===== src/rtl/bcol_pkg.sv =====
package bcol_pkg;
  localparam int unsigned COL_W = 9;
  localparam int unsigned LEN_W = 3;

  localparam logic [LEN_W-1:0] LC_1    = 3'd0;
  localparam logic [LEN_W-1:0] LC_2    = 3'd1;
  localparam logic [LEN_W-1:0] LC_4    = 3'd2;
  localparam logic [LEN_W-1:0] LC_8    = 3'd3;
  localparam logic [LEN_W-1:0] LC_PAGE = 3'd7;

  typedef struct packed {
    logic [COL_W-1:0] mask;  // low bits that move within the burst
    logic             full;  // full-page run
  } burst_cfg_t;
endpackage


===== src/rtl/bcol_len_dec.sv =====
module bcol_len_dec
  import bcol_pkg::*;
#(
  parameter int unsigned CW = COL_W
) (
  input  logic [LEN_W-1:0] len_i,
  input  logic             ilv_i,
  output logic [CW-1:0]    mask_o,
  output logic             full_o
);
  localparam logic [CW-1:0] M1 = CW'(0);
  localparam logic [CW-1:0] M2 = CW'(1);
  localparam logic [CW-1:0] M4 = CW'(3);
  localparam logic [CW-1:0] M8 = CW'(7);

  always_comb begin
    mask_o = M1;
    full_o = 1'b0;
    unique case (len_i)
      LC_1:    mask_o = M1;
      LC_2:    mask_o = M2;
      LC_4:    mask_o = M4;
      LC_8:    mask_o = M8;
      LC_PAGE: begin
        // full page exists only for sequential order
        if (!ilv_i) begin
          mask_o = '1;
          full_o = 1'b1;
        end
      end
      default: mask_o = M1;
    endcase
  end
endmodule


===== src/rtl/bcol_addr_map.sv =====
module bcol_addr_map #(
  parameter int unsigned CW = 9
) (
  input  logic [CW-1:0] base_i,
  input  logic [CW-1:0] beat_i,
  input  logic [CW-1:0] mask_i,
  input  logic          ilv_i,
  output logic [CW-1:0] col_o
);
  logic [CW-1:0] seq_lo;
  logic [CW-1:0] ilv_lo;

  assign seq_lo = base_i + beat_i;
  assign ilv_lo = base_i ^ beat_i;
  assign col_o  = (base_i & ~mask_i) | ((ilv_i ? ilv_lo : seq_lo) & mask_i);
endmodule


===== src/rtl/bcol_seq.sv =====
module bcol_seq
  import bcol_pkg::*;
(
  input  logic             clk_i,
  input  logic             rst_ni,
  input  logic             start_i,
  input  logic [COL_W-1:0] start_col_i,
  input  logic [LEN_W-1:0] len_i,
  input  logic             ilv_i,
  input  logic             stop_i,
  output logic [COL_W-1:0] col_o,
  output logic             valid_o,
  output logic             last_o
);
  localparam logic [COL_W-1:0] ONE = COL_W'(1);

  burst_cfg_t       dec_cfg;
  burst_cfg_t       cfg_q;
  logic             act_q;
  logic             ilv_q;
  logic [COL_W-1:0] base_q;
  logic [COL_W-1:0] beat_q;
  logic             at_end;

  bcol_len_dec #(.CW(COL_W)) u_dec (
    .len_i  (len_i),
    .ilv_i  (ilv_i),
    .mask_o (dec_cfg.mask),
    .full_o (dec_cfg.full)
  );

  bcol_addr_map #(.CW(COL_W)) u_map (
    .base_i (base_q),
    .beat_i (beat_q),
    .mask_i (cfg_q.mask),
    .ilv_i  (ilv_q),
    .col_o  (col_o)
  );

  assign at_end  = !cfg_q.full && (beat_q == cfg_q.mask);
  assign valid_o = act_q;
  assign last_o  = act_q && at_end;

  always_ff @(posedge clk_i or negedge rst_ni) begin
    if (!rst_ni) begin
      act_q  <= 1'b0;
      ilv_q  <= 1'b0;
      base_q <= '0;
      beat_q <= '0;
      cfg_q  <= '0;
    end else if (start_i) begin
      // new column command truncates whatever runs
      act_q  <= 1'b1;
      ilv_q  <= ilv_i;
      base_q <= start_col_i;
      beat_q <= '0;
      cfg_q  <= dec_cfg;
    end else if (stop_i) begin
      act_q <= 1'b0;
    end else if (act_q) begin
      if (at_end) act_q <= 1'b0;
      else        beat_q <= beat_q + ONE;
    end
  end

  a_r2_beat0: assert property (@(posedge clk_i) disable iff (!rst_ni)
    start_i |=> (valid_o && col_o == $past(start_col_i)));

  a_r3_end_drops: assert property (@(posedge clk_i) disable iff (!rst_ni)
    (last_o && !start_i) |=> !valid_o);

  a_r8_stop_ends: assert property (@(posedge clk_i) disable iff (!rst_ni)
    (stop_i && !start_i) |=> (!valid_o && !last_o));

  a_r6_page_runs: assert property (@(posedge clk_i) disable iff (!rst_ni)
    (valid_o && cfg_q.full && !start_i && !stop_i) |=> (valid_o && !last_o));

  a_r4_upper_fixed: assert property (@(posedge clk_i) disable iff (!rst_ni)
    (valid_o && !last_o && !start_i && !stop_i)
      |=> (((col_o ^ $past(col_o)) & ~cfg_q.mask) == '0));

  a_r3_last_valid: assert property (@(posedge clk_i) disable iff (!rst_ni)
    last_o |-> valid_o);
endmodule


===== config.mk =====
export PLATFORM = sky130hd
export DESIGN_NAME = bcol_seq
export DESIGN_NICKNAME = d
export VERILOG_FILES = /design/src/rtl/bcol_pkg.sv /design/src/rtl/bcol_len_dec.sv /design/src/rtl/bcol_addr_map.sv /design/src/rtl/bcol_seq.sv
export SDC_FILE = /design/constraint.sdc
export NUM_CORES = 1
export LEC_CHECK = 0
export BUFFER_PORTS_ARGS = -buffer_cell sky130_fd_sc_hd__buf_2
export CAP_MARGIN = 20
export CORE_UTILIZATION = 48
export DETAILED_ROUTE_END_ITERATION = 7
export PLACE_DENSITY = 0.8
export SYNTH_ARGS = -nofsm -noshare
export SYNTH_HDL_FRONTEND = slang
export SYNTH_SLANG_ARGS = --single-unit
export TNS_END_PERCENT = 100

===== constraint.sdc =====
create_clock -name clk_i -period 7.6 [get_ports clk_i]
set_input_delay 1.52 -clock clk_i [delete_from_list [all_inputs] [get_ports clk_i]]
set_output_delay 1.52 -clock clk_i [all_outputs]
set_load 0.01 [all_outputs]

## Word-level counts from Yosys, hierarchy flattened

Cells that the tools add are included.

- Bits in registers: 30
- Input bits: 17
- Output and inout port bits: 11
- Word-level logic and storage cells: 38

- Add/sub/neg operators: 2
- Equal/unequal tests: 7
- Mux-type cells: 13
- Bitwise operators: 5
- Reductions and logical operators: 5

Operators with widths:

| cell | count |
|---|---|
| $mux 9 | 6 |
| $pmux 9 s4 | 1 |
| $and 9x9->9 | 2 |
| $add 9x1->9 const B | 1 |
| $add 9x9->9 | 1 |
| $eq 9x9->1 | 1 |
| $not 9->9 | 1 |
| $or 9x9->9 | 1 |
| $xor 9x9->9 | 1 |
| $eq 3x2->1 const B | 2 |
| $mux 1 | 6 |
| $ne 2x2->1 const B | 2 |
| $eq 3x1->1 const B | 1 |
| $eq 3x3->1 const B | 1 |
| $reduce_and 3->1 | 1 |
| $logic_and 1x1->1 | 2 |
| $reduce_bool 2->1 | 1 |
| $logic_not 1->1 | 1 |

## Logic depth before layout (Yosys ltp)

Gate-level depths: netlist (run 1).

- Depth in word-level cells: 6
- Mapped depth: 9
- Depth with buffers taken out: 9

## Cells and area by module

From an unflattened synthesis (run 1), not the netlist that was laid out.

- Cell total of the unflattened synthesis: 189
- Area total of the unflattened synthesis: 2015.7 sq um

By module, submodules not included:

| module | instances | cells each | area each (sq um) | seq. area each (sq um) |
|---|---|---|---|---|
| bcol_seq | 1 | 109 | 1403.8 | 750.7 |
| bcol_addr_map | 1 | 67 | 519.2 | 0.0 |
| bcol_len_dec | 1 | 13 | 92.6 | 0.0 |

## Worst setup path before layout (run 1)

No wires, ideal clock.

- Path kind: reg2out
- Start: register beat_q[0]
- End: output col_o[8]
- Arrival time: 2060 ps
- Data required time: 6080 ps
- Setup slack: 4020 ps
- Stages on the path, launching flop included: 10
- Path buffers: 0
- Path through: dfrtp_1 > ha_1 > inv_1 > fa_1 > nor2b_1 > o31a_1 > o21ai_1 > a31oi_1 > mux2i_1 > xor2_1

- Longest elaborated chain between the ends: 4

Ends and longest elaborated chain:

| element | line | text |
|---|---|---|
| start, declared | bcol_seq.sv:22 | `logic [COL_W-1:0] beat_q;` |
| start signal, assigned | bcol_seq.sv:62 | `else beat_q <= beat_q + ONE;` |
| $add 9x9->9 | bcol_addr_map.sv:13 | `assign seq_lo = base_i + beat_i;` |
| $mux 9 | bcol_addr_map.sv:15 | `assign col_o = (base_i & ~mask_i) \| ((ilv_i ? ilv_lo : seq_lo) & mask_i);` |
| $and 9x9->9 | bcol_addr_map.sv:15 |  |
| $or 9x9->9 | bcol_addr_map.sv:15 |  |
| end, declared | bcol_seq.sv:11 | `output logic [COL_W-1:0] col_o,` |

No other way between the ends.

## Worst setup path after layout (run 1)

Ends and elaborated chain as after synthesis.

==> summary.txt, run 1 <==
Synthesis
  – Synth Area in Adders: 8.56%
  – Post-Synthesis Cells: 165
  – Yosys Warn Count: 0
  – Asr flop ratio synth: 100%
  – Sequential area share after synthesis: 38.8%
  – Main combinational cell family by area after synthesis: simple AND/OR/NAND/NOR gates
  – Synth Net Count: 192
  – Mapped Area: 1550 um^2
  – Avg Cell Area, Syn: 9.39 um^2
  – Synth Flop Type: dfrtp_1
  – Library cells used by synthesis: 37
  – Synth Register Bits: 24
  – Synth Area in Compound Gates: 14.7%
  – EDFF count, synth: 0
  – Post-Synth Simple-Gate Area: 16.2%
  – Post-Synth XOR/XNOR Area: 9.05%
  – Mux cell area share after synthesis: 8.64%

Power
  – Worst VDD drop: 0.118 mV
  – P_leak: 0.772 nW
  – Part of the power in the clock network: 20.6%
  – Share of power burned in registers: 54.4%
  – Switch share: 30.8%
  – Power Dens Cells: 156 nW/um^2
  – Psw: 0.0000834 W
  – Comb power frac: 25.0%
  – Int Pwr: 0.000188 W

STA
  – Final hold vios: 0
  – Worst Skew: 0.00445 ns
  – Minimum clock period: 4.18 ns
  – Fin. max-slew vios: 0
  – Tcrit/Tclk final: 55.0%
  – Rel. slew slack: 64.0%
  – Max Fclk: 239 MHz
  – Setup-failing EPs final: 0
  – RSZ-0062 raised after global routing: no
  – Setup TNS: 0 ns
  – Worst Tran Pin Value: 0.541 ns
  – Setup ws final: 3.42 ns

CTS
  – Hold_buf cts: 0
  – Max Root-Sink Buffers: 2
  – Number of CTS-inserted buffers: 3
  – Post-CTS Setup Inserts: 0
  – # H-tree levels: 1
  – Reg clk slew, reported paths: 0.13 ns
  – CTS resizes: 0
  – CTS tree: done
  – Num Clock Sinks: 24
  – Clk_lat worst skew: 0.31 ns
  – CTS root buf: clkbuf_4

Floorplanning
  – Area of the core: 3050 um^2
  – Floorplan row count: 20
  – I/O pin count: 28
  – Die Y: 58.8 um
  – DIE AREA: 3460 um^2
  – Initial Util: 50.7%
  – Die width: 58.8 um

Hold path
  – Worst hold path class: flip-flop to flip-flop

Global route
  – Largest net degree at the start of global routing: 29
  – GRT overflow: 0
  – Initial antenna violation count: 0
  – Global-route wire length before repair: 5.24 mm
  – Vias in the first global route: 1242
  – Gr usage total: 19.9%

Routing
  – Routed vias/inst: 5.29
  – DRC: 0
  – Antenna-violating nets left: 0
  – Vias after detailed routing: 1239
  – Post-DR wirelength/cell: 12.6 um
  – Initial DRC count: 48
  – Drt first pass iters: 4
  – Final wirelength: 2.96 mm

Setup path
  – CP max FO: 7
  – Worst path arrival time: 2.66 ns
  – Required time worst endpoint: 6.08 ns
  – Critical path class: flip-flop to primary output
  – Crit start category: flip-flop
  – Largest stage delay, worst path: 0.50 ns
  – Max stage delay cell, worst path: dfrtp_1
  – CP Capture Type: primary output
  – Critical-path cell list: ha_1, inv_1, fa_1, nor2b_1, o31a_1, o21ai_1, a31oi_1, mux2i_1, xor2_1, buf_2

Final layout
  – Post-Route Utilization: 56.9%
  – Fill count: 291
  – Diodes inserted: 0
  – Layout cells sized above 1: 23.2%
  – Nets: 219
  – Layout Area Growth over Synthesis: 12.1%
  – Post-route cell area: 1740 um^2

Placed design
  – Final HPWL DP: 2.23 mm
  – DP Area: 1710 um^2
  – IO Port Bufs: 27
  – Routability Congestion: 0.826
  – Worst Setup Slack post-DPL: 3.79 ns

Run status
  – Status: finished clean

Flow run
  – Max_cap viols: 0
synthesized netlist by cell type, drive strengths merged, types with 2 or more instances:
master	n	share of area [%]
a21oi	15	4.8
a31oi	2	1.8
clkbuf	3	0.73
dfrtp	24	39
ha	9	7.3
inv	10	2.4
mux2	11	8.0
nand2	8	1.9
nand3	5	1.6
nand4	3	1.2
nor2	23	6.1
nor3	2	0.65
o21ai	14	4.5
or3	3	1.2
xnor2	7	4.0
xor2	9	5.1
flip-flops by register name (all words and copies together) (netlist names):
| signal | cells |
|---|---|
| base_q | 9 |
| valid_o | 1 |
| ilv_q | 1 |
| beat_q | 9 |
| cfg_q | 4 |
power groups by stage:
stage / clock (W) / sequential (W) / combinational (W)
after CTS: 0.0000583 / 0.000147 / 0.0000684
after global routing: 0.0000635 / 0.000149 / 0.0000760
after global placement: 0 / 0.000149 / 0.0000660
final: 0.0000558 / 0.000147 / 0.0000678
after detailed placement: 0 / 0.000150 / 0.0000678
after floorplan: 0 / 0.000146 / 0.0000480
cell usage in the layout, fill, tap and decap left out, types with 2 or more instances in the layout:
| cell type | n |
|---|---|
| or3_1 | 3 |
| buf_2 | 27 |
| nor3_1 | 2 |
| o21ai_0 | 6 |
| nand3_1 | 5 |
| ha_1 | 9 |
| xnor2_1 | 7 |
| dfrtp_1 | 24 |
| clkbuf_4 | 3 |
| a21oi_1 | 15 |
| inv_1 | 10 |
| xor2_1 | 9 |
| mux2_2 | 10 |
| nand4_1 | 3 |
| nor2_1 | 22 |
| o21ai_1 | 8 |
| nand2_1 | 8 |
cells by family after synthesis:
logic type,after synthesis
fa+ha+maj,10
compound gates,37
flops,24
simple gates,51
buf+inv,15
xor+xnor,16
mux,12
routing by layer:
| metal | routed length, um | global-route usage [%] | vias up |
|---|---|---|---|
| met1 | 1410 | 24.3 | 572 |
| met5 | 0 | 0 | - |
| li1 | - | - | 627 |
| met3 | 154 | 5.49 | 4 |
| met4 | 27 | 5.44 | 0 |
| met2 | 1360 | 34.3 | 36 |
through the flow:
| step | hold slack [ns] | cells | power [W] |
|---|---|---|---|
| CTS | 0.559 | 234 | 0.000274 |
| global route | 0.570 | 234 | 0.000289 |
| global placement | 0.522 | 231 | 0.000215 |
| finish | 0.551 | 234 | 0.000271 |
| floorplan | 0.488 | 165 | 0.000194 |
| detailed placement | 0.528 | 231 | 0.000218 |
cell type report:
| type | count | area (um^2) | share of cell area [%] |
|---|---|---|---|
| well taps | 44 | 55.1 | 3.17 |
| inverters | 10 | 37.5 | 2.16 |
| clock buffers | 3 | 22.5 | 1.30 |
| repair buffers | 27 | 135 | 7.78 |
| multi-input cells | 126 | 886 | 51.0 |
| flip-flops and latches | 24 | 601 | 34.6 |
path summary, 6_finish.rpt:
| path | startpoint | endpoint | slack, ns | cells past startpoint |
|---|---|---|---|---|
| setup / recovery | beat_q[0]$_DFFE_PN0P_ | col_o[8] | 3.42 | 10 |
| min in group asynchronous | rst_ni | base_q[5]$_DFFE_PN0P_ | 1.17 | 1 |
| hold reg to reg | base_q[8]$_DFFE_PN0P_ | base_q[8]$_DFFE_PN0P_ | 0.55 | 1 |
| hold / removal | base_q[8]$_DFFE_PN0P_ | base_q[8]$_DFFE_PN0P_ | 0.55 | 1 |
| max in group asynchronous | rst_ni | beat_q[0]$_DFFE_PN0P_ | 6.07 | 1 |
| setup reg to reg | cfg_q[0]$_DFFE_PN0P_ | beat_q[3]$_DFFE_PN0P_ | 5.68 | 6 |
critical path: cells and delay by family (launching register included):
| kind | cells | cell delay [ns] |
|---|---|---|
| adders and majority gates | 2 | 0.64 |
| DFF | 1 | 0.50 |
| AOI/OAI and AO/OA | 3 | 0.46 |
| muxes | 1 | 0.24 |
| buffers and inverters | 2 | 0.20 |
| and+or+nand+nor | 1 | 0.17 |
| xor gates and xnor gates | 1 | 0.15 |
Note: power is estimated with default switching activity, not from simulation.
==> run 2: changes to the inputs <==
--- a/config.mk
+++ b/config.mk
@@ -9,7 +9,7 @@
 export CAP_MARGIN = 20
 export CORE_UTILIZATION = 48
 export DETAILED_ROUTE_END_ITERATION = 7
-export PLACE_DENSITY = 0.8
+export PLACE_DENSITY = 0.83
 export SYNTH_ARGS = -nofsm -noshare
 export SYNTH_HDL_FRONTEND = slang
 export SYNTH_SLANG_ARGS = --single-unit
==> constraint.sdc (replaced) <==
create_clock -name clk_i -period 3.5 [get_ports clk_i]
set_input_delay 0.7 -clock clk_i [delete_from_list [all_inputs] [get_ports clk_i]]
set_output_delay 0.7 -clock clk_i [all_outputs]
set_load 0.01 [all_outputs]
==> run 2 against run 1 <==
Clock-buffer cell count increased by 1. Sequential power increased by 120%. Final cell count increased by 0.43%. Critical path type unchanged. Critical endpoint unchanged. Largest cell class unchanged.
==> summary.txt, run 2 (same netlist as run 1, synthesis figures left out) <==
Setup path
  – Top Family by Delay on Critical Path: adder cells (unchanged)
  – Reg2Reg Setup Slack: 1.59 ns (was 5.68 ns)
  – Worst reg-to-reg path cell count: 6 (unchanged)
  – CP Capture Type: primary output (unchanged)
  – Worst path arrival time: 2.60 ns (was 2.66 ns)
  – Critical path class: flip-flop to primary output (unchanged)
  – Worst Path Buf+Inv: 2 (unchanged)
  – Reg2reg start: cfg_q[0]$_DFFE_PN0P_ (unchanged)
  – Crit start category: flip-flop (unchanged)
  – Largest stage delay, worst path: 0.46 ns (was 0.50 ns)
  – R2R Path End: beat_q[3]$_DFFE_PN0P_ (unchanged)
  – CP max FO: 7 (unchanged)
  – Critical-path cell list: ha_1, inv_1, fa_1, nor2b_1, o31a_1, o21ai_1, a31oi_1, mux2i_1, xor2_1, buf_2 (unchanged)
  – Required time worst endpoint: 2.80 ns (was 6.08 ns)
  – Max stage delay cell, worst path: dfrtp_2 (was dfrtp_1)

STA
  – Tcrit/Tclk final: 94.2%
  – Setup TNS: 0 ns (unchanged)
  – Max Fclk: 303 MHz
  – Fin. max-slew vios: 0 (unchanged)
  – Minimum clock period: 3.30 ns
  – Final hold vios: 0 (unchanged)
  – RSZ-0062 raised after global routing: no (unchanged)
  – Setup-failing EPs final: 0 (unchanged)
  – Worst Skew: 0.00483 ns (was 0.00445 ns)
  – Worst Tran Pin Value: 0.540 ns (was 0.541 ns)
  – Rel. slew slack: 64.0% (about the same)

CTS
  – Reg clk slew, reported paths: 0.14 ns (was 0.13 ns)
  – Number of CTS-inserted buffers: 3 (unchanged)
  – Max Root-Sink Buffers: 2 (unchanged)
  – Post-CTS Setup Inserts: 0 (unchanged)
  – Num Clock Sinks: 24 (unchanged)
  – CTS root buf: clkbuf_4 (unchanged)
  – CTS tree: done (unchanged)
  – Hold_buf cts: 0 (unchanged)
  – # H-tree levels: 1 (unchanged)
  – Clk_lat worst skew: 0.32 ns (was 0.31 ns)

Placed design
  – IO Port Bufs: 27 (unchanged)
  – Routability Congestion: 0.834 (was 0.826)
  – Final HPWL DP: 2.27 mm (was 2.23 mm)

Power
  – P_leak: 0.777 nW (was 0.772 nW)
  – Power Dens Cells: 354 nW/um^2 (was 156 nW/um^2)
  – Worst VDD drop: 0.204 mV (was 0.118 mV)
  – Total power: 0.000620 W (was 0.000271 W)

Final layout
  – Layout Area Growth over Synthesis: 13.1% (was 12.1%)
  – Diodes inserted: 0 (unchanged)
  – Layout cells sized above 1: 24.1% (was 23.2%)
  – Fill count: 271 (was 291)
  – Most frequent cells in the layout: buf_2 (27), dfrtp_1 (23), nor2_1 (22) (was buf_2 (27), dfrtp_1 (24), nor2_1 (22))
  – Largest regs: base_q (9), beat_q (9), cfg_q (4) (unchanged)
  – Nets: 219 (unchanged)
  – Most common cell after layout, fill and taps aside: buf_2 (unchanged)

Floorplanning
  – Die Y: 58.8 um (unchanged)
  – Initial Util: 50.7% (unchanged)
  – DIE AREA: 3460 um^2 (unchanged)
  – Floorplan row count: 20 (unchanged)
  – Die width: 58.8 um (unchanged)
  – Area of the core: 3050 um^2 (unchanged)
  – I/O pin count: 28 (unchanged)

Routing
  – Vias after detailed routing: 1244 (was 1239)
  – M1 wire length: 1.43 mm (was 1.41 mm)
  – Routed vias/inst: 5.29 (about the same)
  – Antenna-violating nets left: 0 (unchanged)
  – Post-DR wirelength/cell: 12.9 um (was 12.6 um)
  – Met3 wire len: 67 um (was 154 um)
  – Top sig layer: met4 (unchanged)
  – Metal2 WL: 1.50 mm (was 1.36 mm)
  – Drt first pass iters: 4 (unchanged)
  – Initial DRC count: 38 (was 48)
  – DRC: 0 (unchanged)
  – Final wirelength: 3.02 mm (was 2.96 mm)

Global route
  – Largest net degree at the start of global routing: 29 (unchanged)
  – Gr usage total: 18.8% (was 19.9%)
  – Initial antenna violation count: 0 (unchanged)
  – Vias in the first global route: 1153 (was 1242)
  – Global-route wire length before repair: 4.93 mm (was 5.24 mm)
  – GRT overflow: 0 (unchanged)

Flow run
  – Max_cap viols: 0 (unchanged)

Hold path
  – Worst hold path class: primary input to asynchronous set/reset pin (was flip-flop to flip-flop)

Run status
  – Status: finished clean (unchanged)
[run 2: cell count changes in the layout (fill, tap and decap cells not counted), sizes merged]
| cell | previous run | this run |
|---|---|---|
| clkbuf | 3 | 4 |
[run 2: report_power, final]
part	total (W)	switching, W	leakage (nW)	internal (W)
sequential	0.000320	0.0000232	0.303	0.000297
combinational	0.000148	0.0000771	0.454	0.0000706
clock	0.000152	0.0000886	0.0210	0.0000637
[run 2: how the worst max path moves through the flow]
stage	startpoint	to	slack [ns]	depth (start not counted)
2_1_floorplan	beat_q[0]$_DFFE_PN0P_	col_o[8]	0.74	9
6_report	beat_q[0]$_DFFE_PN0P_	col_o[8]	0.20	10
3_5_place_dp	beat_q[0]$_DFFE_PN0P_	col_o[8]	0.55	10
4_1_cts	beat_q[0]$_DFFE_PN0P_	col_o[8]	0.13	10
3_3_place_gp	beat_q[0]$_DFFE_PN0P_	col_o[8]	0.60	10
5_1_grt	beat_q[0]$_DFFE_PN0P_	col_o[8]	0.04	10
[run 2: worst reg2reg max path, cell delays in order, from the launching register on]
cell,delay [ns]
dfrtp_1,0.56
or4_4,0.62
nor2_4,0.13
a31oi_4,0.14
nand4_1,0.15
xor2_1,0.15
nor2_1,0.05
[run 2: cell type report]
class                      count  area (um^2)  area share (%)
multi-input combinational    126          886            50.6
inverter                      10         37.5            2.14
timing repair buffer          27          135            7.71
clock buffer                   4         36.3            2.07
sequential                    24          602            34.4
tap                           44         55.1            3.14
[run 2: per-stage QoR]
stage | instance area [um^2] | cells | hold slack, ns | worst slack, ns | util [%]
after detailed placement | 1710 | 231 | 0.524 | 0.549 | 56.1
after global routing | 1750 | 235 | 0.370 | 0.0382 | 57.4
after CTS | 1750 | 235 | 0.361 | 0.133 | 57.3
final | 1750 | 235 | 0.336 | 0.204 | 57.4
after global placement | 1710 | 231 | 0.512 | 0.602 | 56.1
after floorplan | 1550 | 165 | 0.404 | 0.740 | -
[run 2: per-layer routing]
metal / vias to the layer above / global-route usage, %
li1: 633 / -
met5: - / 0
met2: 20 / 32.8
met1: 587 / 23.8
met3: 4 / 2.64
met4: 0 / 6.12
[run 2: what timing repair did]
action | CTS | global route
hold endpoints to repair | 0 | 0
endpoints found under the setup margin | 0 | 1
resized for setup | 0 | 1
==> run 3: changes to the inputs <==
--- a/config.mk
+++ b/config.mk
@@ -7,9 +7,11 @@
 export LEC_CHECK = 0
 export BUFFER_PORTS_ARGS = -buffer_cell sky130_fd_sc_hd__buf_2
 export CAP_MARGIN = 20
-export CORE_UTILIZATION = 48
+export CELL_PAD_IN_SITES_DETAIL_PLACEMENT = 0
+export CELL_PAD_IN_SITES_GLOBAL_PLACEMENT = 1
+export CORE_UTILIZATION = 38
 export DETAILED_ROUTE_END_ITERATION = 7
-export PLACE_DENSITY = 0.83
+export PLACE_DENSITY = 0.85
 export SYNTH_ARGS = -nofsm -noshare
 export SYNTH_HDL_FRONTEND = slang
 export SYNTH_SLANG_ARGS = --single-unit
==> run 3 against run 2 <==
Utilization decreased by 11 points. Highest routed layer unchanged. Clock power increased by 8%. Largest power group unchanged. Clock skew is essentially flat.
==> summary.txt, run 3 (same netlist as run 1, synthesis figures left out) <==
Placed design
  – DP Area: 1720 um^2 (was 1710 um^2)
  – Placed instance count: 235 (was 231)
  – Routability Congestion: 0.737 (was 0.834)
  – IO Port Bufs: 27 (unchanged)
  – Final HPWL DP: 2.31 mm (was 2.27 mm)

STA
  – Worst Tran Pin Value: 0.554 ns (was 0.540 ns)
  – RSZ-0062 raised after global routing: no (unchanged)
  – Max Fclk: 308 MHz (was 303 MHz)
  – Setup-failing EPs final: 0 (unchanged)
  – Final hold vios: 0 (unchanged)
  – Setup TNS: 0 ns (unchanged)
  – Rel. slew slack: 63.1% (was 64.0%)
  – Minimum clock period: 3.25 ns (was 3.30 ns)
  – Tcrit/Tclk final: 92.9% (was 94.2%)
  – Fin. max-slew vios: 0 (unchanged)
  – Worst Skew: 0.00531 ns (was 0.00483 ns)

Setup path
  – Largest stage delay, worst path: 0.48 ns (was 0.46 ns)
  – CP max FO: 7 (unchanged)
  – Max stage delay cell, worst path: dfrtp_1 (was dfrtp_2)
  – Worst path arrival time: 2.55 ns (was 2.60 ns)
  – CP Capture Type: primary output (unchanged)
  – Crit start category: flip-flop (unchanged)
  – Critical-path cell list: ha_1, inv_1, fa_1, nor2b_1, o31a_1, o21ai_1, a31oi_1, mux2i_1, xor2_1, buf_2 (unchanged)
  – Required time worst endpoint: 2.80 ns (about the same)
  – Critical path class: flip-flop to primary output (unchanged)

CTS
  – CTS resizes: 0 (unchanged)
  – CTS tree: done (unchanged)
  – Post-CTS Setup Inserts: 0 (unchanged)
  – Hold_buf cts: 0 (unchanged)
  – Num Clock Sinks: 24 (unchanged)
  – Reg clk slew, reported paths: 0.08 ns (was 0.14 ns)
  – Max Root-Sink Buffers: 2 (unchanged)
  – CTS root buf: clkbuf_8 (was clkbuf_4)
  – Clk_lat worst skew: 0.27 ns (was 0.32 ns)
  – Number of CTS-inserted buffers: 3 (unchanged)
  – # H-tree levels: 1 (unchanged)

Global route
  – Gr usage total: 16.2% (was 18.8%)
  – Vias in the first global route: 1178 (was 1153)
  – Largest net degree at the start of global routing: 29 (unchanged)
  – Global-route wire length before repair: 5.24 mm (was 4.93 mm)
  – Initial antenna violation count: 0 (unchanged)
  – GRT overflow: 0 (unchanged)

Final layout
  – Layout Cells excl Fill: 238 (was 235)
  – Largest regs: base_q (9), beat_q (9), cfg_q (4) (unchanged)
  – Most common cell after layout, fill and taps aside: buf_2 (unchanged)
  – Diodes inserted: 0 (unchanged)
  – Post-Route Utilization: 46.7% (was 57.4%)
  – Post-route cell area: 1760 um^2 (was 1750 um^2)
  – Layout Area Growth over Synthesis: 13.7% (was 13.1%)
  – Nets: 219 (unchanged)
  – Layout cells sized above 1: 23.2% (was 24.1%)
  – Most frequent cells in the layout: buf_2 (27), dfrtp_1 (24), nor2_1 (22) (was buf_2 (27), dfrtp_1 (23), nor2_1 (22))

Hold path
  – Worst hold path class: primary input to asynchronous set/reset pin (unchanged)

Run status
  – Status: finished clean (unchanged)

Floorplanning
  – I/O pin count: 28 (unchanged)
  – Area of the core: 3770 um^2 (was 3050 um^2)
  – DIE AREA: 4340 um^2 (was 3460 um^2)
  – Die Y: 65.8 um (was 58.8 um)
  – Die width: 65.8 um (was 58.8 um)
  – Floorplan row count: 22 (was 20)
  – Initial Util: 41.1% (was 50.7%)

Routing
  – Vias after detailed routing: 1194 (was 1244)
  – DRC: 0 (unchanged)
  – Post-DR wirelength/cell: 12.8 um (was 12.9 um)
  – Final wirelength: 3.05 mm (was 3.02 mm)
  – Routed vias/inst: 5.02 (was 5.29)
  – Antenna-violating nets left: 0 (unchanged)
  – Drt first pass iters: 4 (unchanged)
  – Initial DRC count: 45 (was 38)

Power
  – P_leak: 0.779 nW (was 0.777 nW)
  – Power Dens Cells: 358 nW/um^2 (was 354 nW/um^2)
  – Worst VDD drop: 0.167 mV (was 0.204 mV)

Flow run
  – Max_cap viols: 0 (unchanged)
run 3: changes by cell type in the layout (fill, tap and decap cells not counted), sizes merged:
cell	delta
clkbuf	-1
run 3: worst paths after layout:
check	from	endpoint	slack [ns]	cells after the start
max in group asynchronous	rst_ni	base_q[1]$_DFFE_PN0P_	2.72	1
max	beat_q[0]$_DFFE_PN0P_	col_o[8]	0.25	10
min reg2reg	base_q[7]$_DFFE_PN0P_	base_q[7]$_DFFE_PN0P_	0.54	1
max reg2reg	cfg_q[0]$_DFFE_PN0P_	beat_q[4]$_DFFE_PN0P_	1.61	6
min in group clk_i	base_q[7]$_DFFE_PN0P_	base_q[7]$_DFFE_PN0P_	0.54	1
min	rst_ni	base_q[5]$_DFFE_PN0P_	0.41	1
run 3: critical path, delay by kind of cell (launching register included):
family,cells,cell delay [ns]
adders and majority gates,2,0.62
muxes,1,0.23
buffers and inverters,2,0.20
xor gates and xnor gates,1,0.14
DFF,1,0.48
AOI/OAI and AO/OA,3,0.43
and+or+nand+nor,1,0.17
run 3: cell type report:
cell class | instances | area [um^2]
Fill cell | 368 | 2010
Multi-Input combinational cell | 126 | 886
Sequential cell | 24 | 601
Timing Repair Buffer | 27 | 135
Tap cell | 48 | 60.1
Clock buffer | 3 | 41.3
Inverter | 10 | 37.5
run 3: stage by stage:
stage	setup WS, ns	power [W]	hold slack [ns]
final	0.250	0.000631	0.406
after floorplan	0.740	0.000421	0.404
after CTS	0.229	0.000641	0.423
after global placement	0.564	0.000471	0.519
after detailed placement	0.541	0.000474	0.531
after global routing	0.00530	0.000676	0.435
run 3: report_power, final:
part	total, W	switching, W	internal, W
Clock	0.000164	0.0000872	0.0000771
Combinational	0.000147	0.0000765	0.0000705
Sequential	0.000320	0.0000237	0.000296
run 3: metal layers:
metal  part of all wire [%]  global-route usage [%]  up-vias
met5                      0                       0        -
met4                   0.92                    4.08        0
met3                    4.4                    3.97        4
met2                     46                    27.0       26
met1                     49                    20.7      539
li1                       -                       -      625
